[src/rtl/sertx_pkg.sv]
package sertx_pkg;

  typedef enum logic {
    ST_IDLE = 1'b0,
    ST_SEND = 1'b1
  } tx_state_e;

  typedef struct packed {
    logic par_en;
    logic par_odd;
    logic stop2;
  } tx_fmt_s;

endpackage

[src/rtl/sertx_parity.sv]
module sertx_parity #(
  parameter int DATA_W = 9,
  parameter int CNT_W  = 4
) (
  input  logic [DATA_W-1:0] data_i,
  input  logic [CNT_W-1:0]  dlen_i,
  input  logic              odd_i,
  output logic              par_o
);

  logic [DATA_W-1:0] mask;

  // one mask bit per data position: set when the position is sent
  for (genvar g = 0; g < DATA_W; g++) begin : g_mask
    assign mask[g] = (CNT_W'(g) < dlen_i);
  end

  assign par_o = (^(data_i & mask)) ^ odd_i;

endmodule

[src/rtl/sertx_framer.sv]
module sertx_framer
  import sertx_pkg::*;
#(
  parameter int DATA_W   = 9,
  parameter int DATA_MIN = 5,
  parameter int FRAME_W  = DATA_W + 4,
  parameter int CNT_W    = $clog2(FRAME_W + 1)
) (
  input  logic [DATA_W-1:0]  data_i,
  input  logic [2:0]         len_code_i,
  input  tx_fmt_s            fmt_i,
  output logic [FRAME_W-1:0] frame_o,
  output logic [CNT_W-1:0]   nbits_o
);

  localparam int LONG_CODE = DATA_W - DATA_MIN;

  logic [CNT_W-1:0] dlen;
  logic             par_bit;

  always_comb begin
    if (int'(len_code_i) >= LONG_CODE) begin
      dlen = CNT_W'(DATA_W);
    end else begin
      dlen = CNT_W'(len_code_i) + CNT_W'(DATA_MIN);
    end
  end

  sertx_parity #(
    .DATA_W (DATA_W),
    .CNT_W  (CNT_W)
  ) u_par (
    .data_i (data_i),
    .dlen_i (dlen),
    .odd_i  (fmt_i.par_odd),
    .par_o  (par_bit)
  );

  // frame vector, bit 0 goes first; unused upper positions stay high
  always_comb begin
    frame_o    = '1;
    frame_o[0] = 1'b0;
    for (int i = 0; i < DATA_W; i++) begin
      if (CNT_W'(i) < dlen) begin
        frame_o[1+i] = data_i[i];
      end
    end
    if (fmt_i.par_en) begin
      frame_o[dlen + CNT_W'(1)] = par_bit;
    end
  end

  assign nbits_o = CNT_W'(2) + dlen + CNT_W'(fmt_i.par_en) + CNT_W'(fmt_i.stop2);

endmodule

[src/rtl/sertx_bit_timer.sv]
module sertx_bit_timer #(
  parameter int CNT_W = 4
) (
  input  logic             clk,
  input  logic             rst_n,
  input  logic             load_i,
  input  logic [CNT_W-1:0] load_cnt_i,
  input  logic             tick_i,
  input  logic             active_i,
  output logic             bit_end_o,
  output logic             last_o
);

  logic [CNT_W-1:0] cnt_q, cnt_d;
  logic             half_q, half_d;
  logic             en;

  always_comb begin
    cnt_d  = cnt_q;
    half_d = half_q;
    if (load_i) begin
      cnt_d  = load_cnt_i;
      half_d = 1'b0;
    end else if (active_i && tick_i) begin
      half_d = ~half_q;
      if (half_q) begin
        cnt_d = cnt_q - CNT_W'(1);
      end
    end
  end

  assign en = load_i | (active_i & tick_i);

  always_ff @(posedge clk or negedge rst_n) begin
    if (!rst_n) begin
      cnt_q  <= '0;
      half_q <= 1'b0;
    end else if (en) begin
      cnt_q  <= cnt_d;
      half_q <= half_d;
    end
  end

  assign bit_end_o = active_i & tick_i & half_q;
  assign last_o    = (cnt_q == CNT_W'(1));


  cnt_live_chk: assert property (@(posedge clk) disable iff (!rst_n)
    active_i |-> (cnt_q != '0));

endmodule

[src/rtl/sertx_sclk.sv]
module sertx_sclk (
  input  logic clk,
  input  logic rst_n,
  input  logic sync_i,
  input  logic pol_i,
  input  logic active_i,
  input  logic load_i,
  input  logic adv_i,
  input  logic done_i,
  output logic sclk_o
);

  logic sclk_q, sclk_d;

  always_comb begin
    if (!sync_i || (!active_i && !load_i)) begin
      sclk_d = pol_i;
    end else if (load_i) begin
      sclk_d = ~pol_i;
    end else if (done_i) begin
      sclk_d = pol_i;
    end else if (adv_i) begin
      sclk_d = ~sclk_q;
    end else begin
      sclk_d = sclk_q;
    end
  end

  always_ff @(posedge clk or negedge rst_n) begin
    if (!rst_n) begin
      sclk_q <= 1'b0;
    end else begin
      sclk_q <= sclk_d;
    end
  end

  assign sclk_o = sclk_q;


  sclk_hold_chk: assert property (@(posedge clk) disable iff (!rst_n)
    (sync_i && active_i && !adv_i && !load_i) |=> $stable(sclk_q));

endmodule

[src/rtl/sertx_top.sv]
module sertx_top
  import sertx_pkg::*;
#(
  parameter int DATA_W   = 9,
  parameter int DATA_MIN = 5
) (
  input  logic              clk,
  input  logic              rst_n,
  input  logic [DATA_W-1:0] in_data,
  input  logic              in_valid,
  output logic              in_ready,
  input  logic [2:0]        cfg_len,
  input  logic [1:0]        cfg_par,
  input  logic              cfg_stop2,
  input  logic              cfg_sync,
  input  logic              cfg_pol,
  input  logic              baud_tick,
  output logic              txd,
  output logic              sclk,
  output logic              busy
);

  localparam int FRAME_W = DATA_W + 4;
  localparam int CNT_W   = $clog2(FRAME_W + 1);

  // reset: asserted asynchronously, released on the clock
  logic [1:0] rsync_q;
  logic       rst_ln;

  always_ff @(posedge clk or negedge rst_n) begin
    if (!rst_n) begin
      rsync_q <= 2'b00;
    end else begin
      rsync_q <= {rsync_q[0], 1'b1};
    end
  end

  assign rst_ln = rsync_q[1];

  tx_fmt_s            fmt;
  logic [FRAME_W-1:0] frame_w;
  logic [CNT_W-1:0]   nbits_w;
  logic               bit_end, last_bit, frame_end, accept, done;

  tx_state_e          state_q, state_d;
  logic               txd_q, txd_d;
  logic [FRAME_W-2:0] shreg_q, shreg_d;
  logic               reg_en;

  assign fmt = '{par_en: cfg_par[1], par_odd: cfg_par[0], stop2: cfg_stop2};

  sertx_framer #(
    .DATA_W   (DATA_W),
    .DATA_MIN (DATA_MIN),
    .FRAME_W  (FRAME_W),
    .CNT_W    (CNT_W)
  ) u_framer (
    .data_i     (in_data),
    .len_code_i (cfg_len),
    .fmt_i      (fmt),
    .frame_o    (frame_w),
    .nbits_o    (nbits_w)
  );

  sertx_bit_timer #(
    .CNT_W (CNT_W)
  ) u_timer (
    .clk        (clk),
    .rst_n      (rst_ln),
    .load_i     (accept),
    .load_cnt_i (nbits_w),
    .tick_i     (baud_tick),
    .active_i   (busy),
    .bit_end_o  (bit_end),
    .last_o     (last_bit)
  );

  assign frame_end = bit_end & last_bit;
  assign in_ready  = (state_q == ST_IDLE) | frame_end;
  assign accept    = in_valid & in_ready;
  assign done      = frame_end & ~accept;

  sertx_sclk u_sclk (
    .clk      (clk),
    .rst_n    (rst_ln),
    .sync_i   (cfg_sync),
    .pol_i    (cfg_pol),
    .active_i (busy),
    .load_i   (accept),
    .adv_i    (busy & baud_tick),
    .done_i   (done),
    .sclk_o   (sclk)
  );

  always_comb begin
    state_d = state_q;
    txd_d   = txd_q;
    shreg_d = shreg_q;
    if (accept) begin
      state_d = ST_SEND;
      txd_d   = frame_w[0];
      shreg_d = frame_w[FRAME_W-1:1];
    end else if (frame_end) begin
      state_d = ST_IDLE;
      txd_d   = 1'b1;
    end else if (bit_end) begin
      txd_d   = shreg_q[0];
      shreg_d = {1'b1, shreg_q[FRAME_W-2:1]};
    end
  end

  assign reg_en = accept | bit_end;

  always_ff @(posedge clk or negedge rst_ln) begin
    if (!rst_ln) begin
      state_q <= ST_IDLE;
      txd_q   <= 1'b1;
      shreg_q <= '1;
    end else if (reg_en) begin
      state_q <= state_d;
      txd_q   <= txd_d;
      shreg_q <= shreg_d;
    end
  end

  assign txd  = txd_q;
  assign busy = (state_q == ST_SEND);


  idle_line_chk: assert property (@(posedge clk) disable iff (!rst_ln)
    (state_q == ST_IDLE) |-> txd_q);


  start_bit_chk: assert property (@(posedge clk) disable iff (!rst_ln)
    accept |=> (!txd && busy));


  txd_hold_chk: assert property (@(posedge clk) disable iff (!rst_ln)
    (busy && !baud_tick) |=> $stable(txd));

endmodule

[config.mk]
export PLATFORM = sky130hd
export DESIGN_NAME = sertx_top
export DESIGN_NICKNAME = d
export VERILOG_FILES = /design/src/rtl/sertx_pkg.sv /design/src/rtl/sertx_parity.sv /design/src/rtl/sertx_framer.sv /design/src/rtl/sertx_bit_timer.sv /design/src/rtl/sertx_sclk.sv /design/src/rtl/sertx_top.sv
export SDC_FILE = /design/constraint.sdc
export NUM_CORES = 1
export LEC_CHECK = 0
export BUFFER_PORTS_ARGS = -buffer_cell sky130_fd_sc_hd__buf_2
export CORE_MARGIN = 2
export CORE_UTILIZATION = 45
export DETAILED_ROUTE_END_ITERATION = 10
export GPL_ROUTABILITY_DRIVEN = 0
export HOLD_SLACK_MARGIN = 0.06
export PLACE_DENSITY = 0.75
export SYNTH_ARGS = -nofsm -noshare
export SYNTH_HDL_FRONTEND = slang
export SYNTH_SLANG_ARGS = --single-unit
export TNS_END_PERCENT = 10
[constraint.sdc]
create_clock -name clk -period 1.46 [get_ports clk]
set_clock_uncertainty 0.1 [all_clocks]
set_input_delay 0.219 -clock clk [delete_from_list [all_inputs] [get_ports clk]]
set_output_delay 0.219 -clock clk [all_outputs]
set_load 0.01 [all_outputs]
==> impl_metrics.json, run 1 <==
{
  "status": "complete, but fails checks",
  "violations": "setup timing",
  "initial_utilization": 0.466,
  "hpwl_um": 3210,
  "finalCritPeriodShare": 1.45,
  "synth_top_area_cell": "dfstp_2",
  "n_antenna_cell": 0,
  "syn_area_um2": 1560,
  "io_buffer_count": 24,
  "peakVddDrop_mv": 0.631,
  "die_area_um2": 3950,
  "cp-start-kind": "input port",
  "slowest_delay_ns": 0.47,
  "setup_slack_ns": -0.650,
  "crit_path_start": "cfg_len[0]",
  "ant_nets": 0,
  "core-area_um2": 3340,
  "rsz0062_at_grt": "yes",
  "cts_inserted_buffers": 3,
  "syn_avg_cell_area_um2": 8.51,
  "synthArstFlopShare": 1.00,
  "die_h_um": 62.8,
  "cp_max_fo": 5,
  "r2r-end": "shreg_q[8]",
  "dr.first_iter.drc_count": 70,
  "clkSlewWorstSetupHoldPaths_ns": 0.12,
  "reg2regPathDepth": 8,
  "grt_use_total": 0.228,
  "crit_buf_inv": 2,
  "power_density_nw_per_um2": 1220,
  "slowest_stage": "or4b_4",
  "synthToLayoutAreaGrowth_pct": 48.5,
  "cts_tree": "done",
  "cp_num_cells": 10,
  "clock-sinks": 22,
  "regArea_um2": 567,
  "fin_crit_ns": 2.11,
  "routed_via_density": 5.26,
  "n_fill_cell": 273,
  "r2r_slack_ns": -0.61,
  "drc": 0,
  "synth_ff_type": "dfstp_2",
  "rows": 21,
  "vias": 1582,
  "synth.most_common_cell": "nand2_1",
  "whs_ns": 0.100,
  "grt_antenna_before_repair": 0,
  "grt_pass1_vias": 1636,
  "cp.required_ns": 1.60,
  "drv_slew": 0,
  "fin_nets": 283,
  "overflow": 0,
  "cp-endpoint": "shreg_q[10]",
  "first_pass_iters": 4,
  "htree_num_levels": 1,
  "ys_top_cells_by_area": "dfstp_2 22%, dfrtp_1 14%, nand2_1 5.5%, o21ai_0 4.8%, ha_1 4.0%",
  "hold_viol_final": 0,
  "worstPathArrival_ns": 2.25,
  "synth-edff-count": 0,
  "fmax_ghz": 0.474,
  "grt_start_max_net_pins": 21,
  "path_cells": "buf_12 -> clkinv_8 -> ha_4 -> or4b_4 -> o21ai_2 -> a21oi_2 -> xnor2_2 -> xnor3_1 -> or3_1 -> o41a_1",
  "synthCells": 183,
  "pin_count": 25,
  "setup-violations-final": 20,
  "ys_seq_elements": 22,
  "clk_latency_ns": 0.30,
  "ys_top_cells_by_count": "23 x nand2_1, 15 x o21ai_0, 13 x dfstp_2, 12 x nor2_1",
  "seq_area_frac_synth": 0.364,
  "synth.net_count": 210,
  "netlist.area_leader.share": 0.219,
  "ys_types": 47,
  "dpl_worst_slack_ns": -1.14,
  "cts_buffer_depth": 2,
  "grt_pass1_wl_um": 7260,
  "routedWlPerCell_um": 13.6,
  "dp_cells": 295,
  "critical_path_class": "input port to flop",
  "cap_violations": 0,
  "layoutNonFillerInstCount": 301,
  "power_mw": 2.82,
  "rr_startpoint": "u_timer.cnt_q[1]",
  "synth-warning-count": 0,
  "clock-root-buffer": "clkbuf_4",
  "p_leak_nw": 1.04,
  "multi_input_area_um2": 1030,
  "crit_family": "simple AND/OR/NAND/NOR gates",
  "wirelength_um": 4090,
  "hp-class": "flop to async pin",
  "drive_gt1_frac": 0.478,
  "worstSetupEndpointType": "flop",
  "die_x_um": 62.8
}
-- layout by cell type, fill, tap and decap left out, types with 3 or more instances in the layout --
master / instances
nand2b_1: 7
buf_2: 21
a22oi_1: 5
xor2_1: 4
nor2_1: 11
o31ai_1: 4
nand2_1: 20
nor3_1: 4
a21oi_2: 3
o21ai_1: 10
ha_1: 3
clkbuf_4: 3
nand4_1: 3
buf_4: 47
a21oi_1: 10
inv_1: 9
dfrtp_1: 9
buf_6: 7
o21ai_0: 6
xnor2_1: 7
dfstp_2: 13
-- sequential cells by signal (all words and copies together) (netlist names) --
register        cells
txd                 1
u_sclk.sclk_o       1
rsync_q             2
u_timer.cnt_q       4
u_timer.half_q      1
shreg_q            12
busy                1
-- per-stage QoR --
step / utilization / setup TNS, ns / instance area (um^2)
after floorplan: - / -15.14 / 1590
after global placement: 0.629 / -14.06 / 2100
after detailed placement: 0.629 / -15.34 / 2100
after CTS: 0.675 / -9.43 / 2250
after global routing: 0.693 / -10.99 / 2310
final: 0.693 / -9.22 / 2310
-- logic make-up after synthesis --
family	share of synthesized area
buf+inv	0.0571
flops	0.364
fa+ha+maj	0.0531
xor+xnor	0.0868
simple gates	0.214
other cells	0.00241
mux	0.00643
compound gates	0.216
-- routing by layer --
layer	vias up	GRT usage	share of wire
met4	0	0.0472	0.011
met3	6	0.0270	0.050
li1	784	-	-
met1	742	0.279	0.41
met5	-	0	0
met2	50	0.429	0.53
-- how the worst min path moves through the flow --
stage | cells after the start | from | slack [ns] | endpoint
after floorplan | 0 | rst_n | -0.18 | rsync_q[0]
after global placement | 1 | rst_n | -0.1 | rsync_q[0]
after detailed placement | 1 | rst_n | -0.09 | rsync_q[0]
after CTS | 2 | in_valid | 0.07 | busy
after global routing | 2 | in_valid | 0.10 | busy
final | 1 | rsync_q[1] | 0.10 | u_timer.half_q
-- power breakdown --
part           total [mW]  internal, mW  leakage (nW)  switching [mW]
sequential           1.06         0.916         0.237           0.145
clock               0.334         0.152        0.0210           0.182
combinational        1.42         0.719         0.779           0.703
total                2.82          1.79          1.04            1.03
-- area by class of cell --
| type | count | area share |
|---|---|---|
| multi-input cells | 140 | 0.444 |
| flip-flops and latches | 22 | 0.245 |
| repair buffers | 77 | 0.245 |
| inverters | 12 | 0.0249 |
| well taps | 46 | 0.0249 |
| clock buffers | 4 | 0.0157 |
-- what timing repair did --
| item | CTS | global route |
|---|---|---|
| gates resized for setup | 32 | 13 |
| hold buffers | 1 | 0 |
| buffers inserted | 1 | 0 |
| endpoints found under the setup margin | 20 | 20 |
| endpoints found under the hold margin | 2 | 0 |
| pin swaps | 9 | 6 |
Power figures use the tool's default switching activity.
==> run 2, diff against run 1 <==
--- a/config.mk
+++ b/config.mk
@@ -6,7 +6,7 @@
 export NUM_CORES = 1
 export LEC_CHECK = 0
 export BUFFER_PORTS_ARGS = -buffer_cell sky130_fd_sc_hd__buf_2
-export CORE_MARGIN = 2
+export CORE_MARGIN = 8
 export CORE_UTILIZATION = 45
 export DETAILED_ROUTE_END_ITERATION = 10
 export GPL_ROUTABILITY_DRIVEN = 0
==> run 2 against run 1 <==
Effect of this change: the flow still finishes with violations (setup timing); final area is 3.5% higher; routed wire length rose by 8.7%; power increased by 5.9%; final cell count is 2.3% higher; critical path type unchanged; largest power group unchanged.
==> impl_metrics.json, run 2 (same netlist as run 1, synthesis figures left out) <==
{
  "grt_antenna_before_repair": 0,
  "overflow": 0,
  "clk_latency_ns": 0.31,
  "rows": 21,
  "whs_ns": 0.0664,
  "grt_use_total": 0.163,
  "vias": 1619,
  "die_h_um": 74.8,
  "status": "complete, but fails checks",
  "clock-root-buffer": "clkbuf_4",
  "initial_utilization": 0.466,
  "setup_slack_ns": -0.671,
  "pin_count": 25,
  "cp-start-kind": "input port",
  "peakVddDrop_mv": 0.586,
  "met3_wirelength_um": 242,
  "io_buffer_count": 24,
  "dpl_worst_slack_ns": -1.11,
  "dpl_cell_area_um2": 2090,
  "drive_gt1_frac": 0.496,
  "hold_viol_final": 0,
  "core-area_um2": 3340,
  "fin_area_um2": 2390,
  "power_mw": 2.98,
  "layoutNonFillerInstCount": 308,
  "maxUsedRoutingLayer": "met4",
  "dp_cells": 294,
  "htree_num_levels": 1,
  "hpwl_um": 3280,
  "final_cell_mix": "53 x buf_4, 21 x buf_2, 19 x nand2_1",
  "routed_via_density": 5.26,
  "fmax_ghz": 0.469,
  "ant_nets": 0,
  "cp_max_fo": 4,
  "n_antenna_cell": 0,
  "largest_register_ffs": 12,
  "grt_pass1_vias": 1593,
  "grt_pass1_wl_um": 7220,
  "routedWlPerCell_um": 14.4,
  "die_x_um": 74.8,
  "dr.first_iter.drc_count": 96,
  "fin_crit_ns": 2.13,
  "p_leak_nw": 1.09,
  "finalCritPeriodShare": 1.46,
  "top_regs": "shreg_q x12, u_timer.cnt_q x4, rsync_q x2",
  "drc": 0,
  "synthToLayoutAreaGrowth_pct": 53.7,
  "drv_slew": 0,
  "cp.required_ns": 1.61,
  "worstSetupEndpointType": "flop",
  "post-route-util": 0.717,
  "final_common_cell": "buf_4",
  "cap_violations": 0,
  "drt-met1-wl_um": 1890,
  "critical_path_class": "input port to flop",
  "setup-violations-final": 20,
  "reg2regPathDepth": 9,
  "fin_nets": 290,
  "first_pass_iters": 4,
  "rsz0062_at_grt": "yes",
  "wirelength_um": 4440,
  "clkSlewWorstSetupHoldPaths_ns": 0.12,
  "violations": "setup timing",
  "hp-class": "flop to async pin",
  "die_area_um2": 5600,
  "worstPathArrival_ns": 2.28,
  "grt_start_max_net_pins": 13,
  "cts_buffer_depth": 2,
  "setup-tns-final_ns": -10.27,
  "regMostFlops": "shreg_q",
  "cts_inserted_buffers": 3,
  "cts_tree": "done",
  "wl_met2_um": 2300,
  "clock-sinks": 22,
  "power_density_nw_per_um2": 1250
}
run 2: critical path, cell delays in order:
cell	delay, ns
buf_12	0.09
clkinv_8	0.04
ha_4	0.27
or4b_4	0.49
o21ai_4	0.08
a21oi_2	0.08
xnor2_2	0.14
xnor3_1	0.24
or3_1	0.31
o41a_1	0.31
run 2: final cells by class:
cell class	instances	area, um^2
Multi-Input combinational cell	140	1060
Clock buffer	4	26.3
Tap cell	46	57.6
Fill cell	257	945
Inverter	12	57.6
Timing Repair Buffer	84	623
Sequential cell	22	567
run 2: where the power goes:
part	internal, mW	leakage [nW]	switching (mW)
Combinational	0.849	0.834	0.768
Clock	0.107	0.0150	0.175
Sequential	0.917	0.237	0.167
Total	1.87	1.09	1.11
run 2: what timing repair did:
action	in CTS	in global routing
endpoints found under the setup margin	20	20
hold endpoints to repair	2	0
setup buffers	9	0
hold buffers	1	0
gates resized for setup	37	15
pin swaps	11	5
run 2: layer usage:
| metal | global-route usage | vias up |
|---|---|---|
| li1 | - | 799 |
| met1 | 0.204 | 770 |
| met2 | 0.288 | 46 |
| met3 | 0.0240 | 4 |
| met4 | 0.0304 | 0 |
| met5 | 0 | - |
run 2: final timing paths:
check                                  from          endpoint  slack, ns
max                              cfg_len[0]       shreg_q[10]      -0.67
min                              rsync_q[1]  u_timer.cnt_q[0]       0.07
max reg2reg                u_timer.cnt_q[1]        shreg_q[4]      -0.64
min reg2reg                      rsync_q[1]  u_timer.cnt_q[0]       0.07
max in group asynchronous        rsync_q[1]        shreg_q[3]       0.95
min in group clk                 in_data[5]        shreg_q[5]       0.10
==> run 3, diff against run 2 <==
--- a/config.mk
+++ b/config.mk
@@ -6,12 +6,14 @@
 export NUM_CORES = 1
 export LEC_CHECK = 0
 export BUFFER_PORTS_ARGS = -buffer_cell sky130_fd_sc_hd__buf_2
+export CELL_PAD_IN_SITES_DETAIL_PLACEMENT = 0
+export CELL_PAD_IN_SITES_GLOBAL_PLACEMENT = 1
 export CORE_MARGIN = 8
-export CORE_UTILIZATION = 45
+export CORE_UTILIZATION = 38
 export DETAILED_ROUTE_END_ITERATION = 10
 export GPL_ROUTABILITY_DRIVEN = 0
 export HOLD_SLACK_MARGIN = 0.06
-export PLACE_DENSITY = 0.75
+export PLACE_DENSITY = 0.83
 export SYNTH_ARGS = -nofsm -noshare
 export SYNTH_HDL_FRONTEND = slang
 export SYNTH_SLANG_ARGS = --single-unit
==> run 3 against run 2 <==
Effect of this change: the flow still finishes with violations (setup timing); sequential share of layout area increased by 1.1 points; combinational power decreased by 19%; via count decreased by 5.2%; final area decreased by 4.6%; non-clock buffer count decreased by 6; hold slack improved by 0.030 ns; critical path depth unchanged; critical endpoint unchanged; largest cell class unchanged.
==> impl_metrics.json, run 3 (same netlist as run 1, synthesis figures left out) <==
{
  "whs_ns": 0.0966,
  "multi_input_area_um2": 986,
  "n_fill_cell": 385,
  "io_buffer_count": 24,
  "cap_violations": 0,
  "initial_utilization": 0.392,
  "fmax_ghz": 0.469,
  "die_area_um2": 6400,
  "grt_antenna_before_repair": 0,
  "drc": 0,
  "top_regs": "shreg_q x12, u_timer.cnt_q x4, rsync_q x2",
  "cp-start-kind": "input port",
  "fin_area_um2": 2280,
  "ant_nets": 0,
  "grt_pass1_vias": 1494,
  "pwr-share-comb": 0.478,
  "htree_num_levels": 1,
  "hold_viol_final": 0,
  "grt_start_max_net_pins": 21,
  "clock-root-buffer": "clkbuf_8",
  "violations": "setup timing",
  "drive_gt1_frac": 0.449,
  "power_density_nw_per_um2": 1200,
  "rsz0062_at_grt": "yes",
  "hpwl_um": 3090,
  "critical_path_class": "input port to flop",
  "grt_pass1_wl_um": 6810,
  "routedWlPerCell_um": 13.1,
  "cp_max_fo": 4,
  "synthToLayoutAreaGrowth_pct": 46.6,
  "dr.first_iter.drc_count": 52,
  "dpl_cell_area_um2": 2080,
  "cts_inserted_buffers": 3,
  "power.switching_mw": 0.964,
  "seq_power_share": 0.385,
  "clkSlewWorstSetupHoldPaths_ns": 0.08,
  "pin_count": 25,
  "first_pass_iters": 4,
  "rows": 23,
  "core-area_um2": 3970,
  "fin_crit_ns": 2.13,
  "finalCritPeriodShare": 1.46,
  "die_h_um": 80,
  "drv_slew": 0,
  "routed_via_density": 5.02,
  "setup-tns-final_ns": -8.79,
  "fin_nets": 284,
  "p_leak_nw": 1.03,
  "worstSetupEndpointType": "flop",
  "reg2regPathDepth": 9,
  "status": "complete, but fails checks",
  "largest_register_ffs": 12,
  "internal-power_mw": 1.78,
  "r2r-end": "shreg_q[8]",
  "hp-class": "flop to async pin",
  "peakVddDrop_mv": 0.494,
  "clkPwrFrac": 0.137,
  "setup_slack_ns": -0.673,
  "regArea_um2": 567,
  "cts_tree": "done",
  "power_mw": 2.75,
  "cts_buffer_depth": 2,
  "grt_use_total": 0.130,
  "clock-sinks": 22,
  "clk_latency_ns": 0.25,
  "regMostFlops": "shreg_q",
  "cp.required_ns": 1.55,
  "rr_startpoint": "u_timer.cnt_q[1]",
  "final_common_cell": "buf_4",
  "final_cell_mix": "49 x buf_4, 22 x nand2_1, 22 x buf_2",
  "switching_share": 0.351,
  "vias": 1535,
  "r2r_slack_ns": -0.59,
  "wirelength_um": 3990,
  "setup-violations-final": 20,
  "worstPathArrival_ns": 2.22,
  "overflow": 0,
  "n_antenna_cell": 0,
  "die_x_um": 80,
  "post-route-util": 0.575
}
==> run 3: changes by cell type in the layout (fill, tap and decap cells not counted), moves of 3 or more <==
cell	change
a21oi_1	+3
buf_4	-4
buf_6	-3
clkbuf_4	-3
clkbuf_8	+3
nand2_1	+3
o21ai_0	+3
o21ai_1	-3
==> run 3: worst max-delay path by stage <==
stage                     slack [ns]  startpoint  cells after the start     endpoint
after floorplan                -0.95  cfg_len[0]                     10  shreg_q[10]
after global placement         -1.04  cfg_len[0]                     10  shreg_q[10]
after detailed placement       -1.08  cfg_len[0]                     10  shreg_q[10]
after CTS                      -0.68  cfg_len[0]                     10  shreg_q[10]
after global routing           -0.75  cfg_len[0]                     10  shreg_q[10]
final                          -0.67  cfg_len[0]                     10  shreg_q[10]
==> run 3: power by group through the flow <==
stage	clock [mW]	sequential [mW]	combinational, mW
final	0.375	1.06	1.31
after global routing	0.407	1.09	1.46
after CTS	0.387	1.05	1.23
after detailed placement	0	1.05	1.19
after global placement	0	1.05	1.17
after floorplan	0	1.05	0.725
==> run 3: through the flow <==
step                cells  worst slack [ns]
floorplan             183            -0.952
CTS                   302            -0.678
detailed placement    296             -1.08
global placement      296             -1.04
finish                306            -0.673
global route          306            -0.749
==> run 3: repair_timing <==
item	in CTS	in global routing
endpoints found under the setup margin	20	20
buffers inserted	1	4
pin swaps	6	5
endpoints found under the hold margin	2	0
hold buffers	1	0
resized for setup	18	13
==> run 3: area by class of cell <==
type                    instances  area share
multi-input cells             140       0.432
flip-flops and latches         22       0.248
well taps                      50      0.0274
clock buffers                   4      0.0197
repair buffers                 78       0.247
inverters                      12      0.0252
==> run 3: critical path, stage by stage <==
cell,delay (ns)
buf_12,0.09
clkinv_8,0.04
ha_4,0.26
or4b_4,0.46
o21ai_2,0.08
a21oi_2,0.08
xnor2_2,0.13
xnor3_1,0.23
or3_1,0.31
o41a_1,0.30
==> run 3: layer usage <==
metal,GRT usage,share of wire
met5,0,0
met4,0.0436,0.0095
met3,0.0191,0.048
met2,0.208,0.47
met1,0.173,0.47
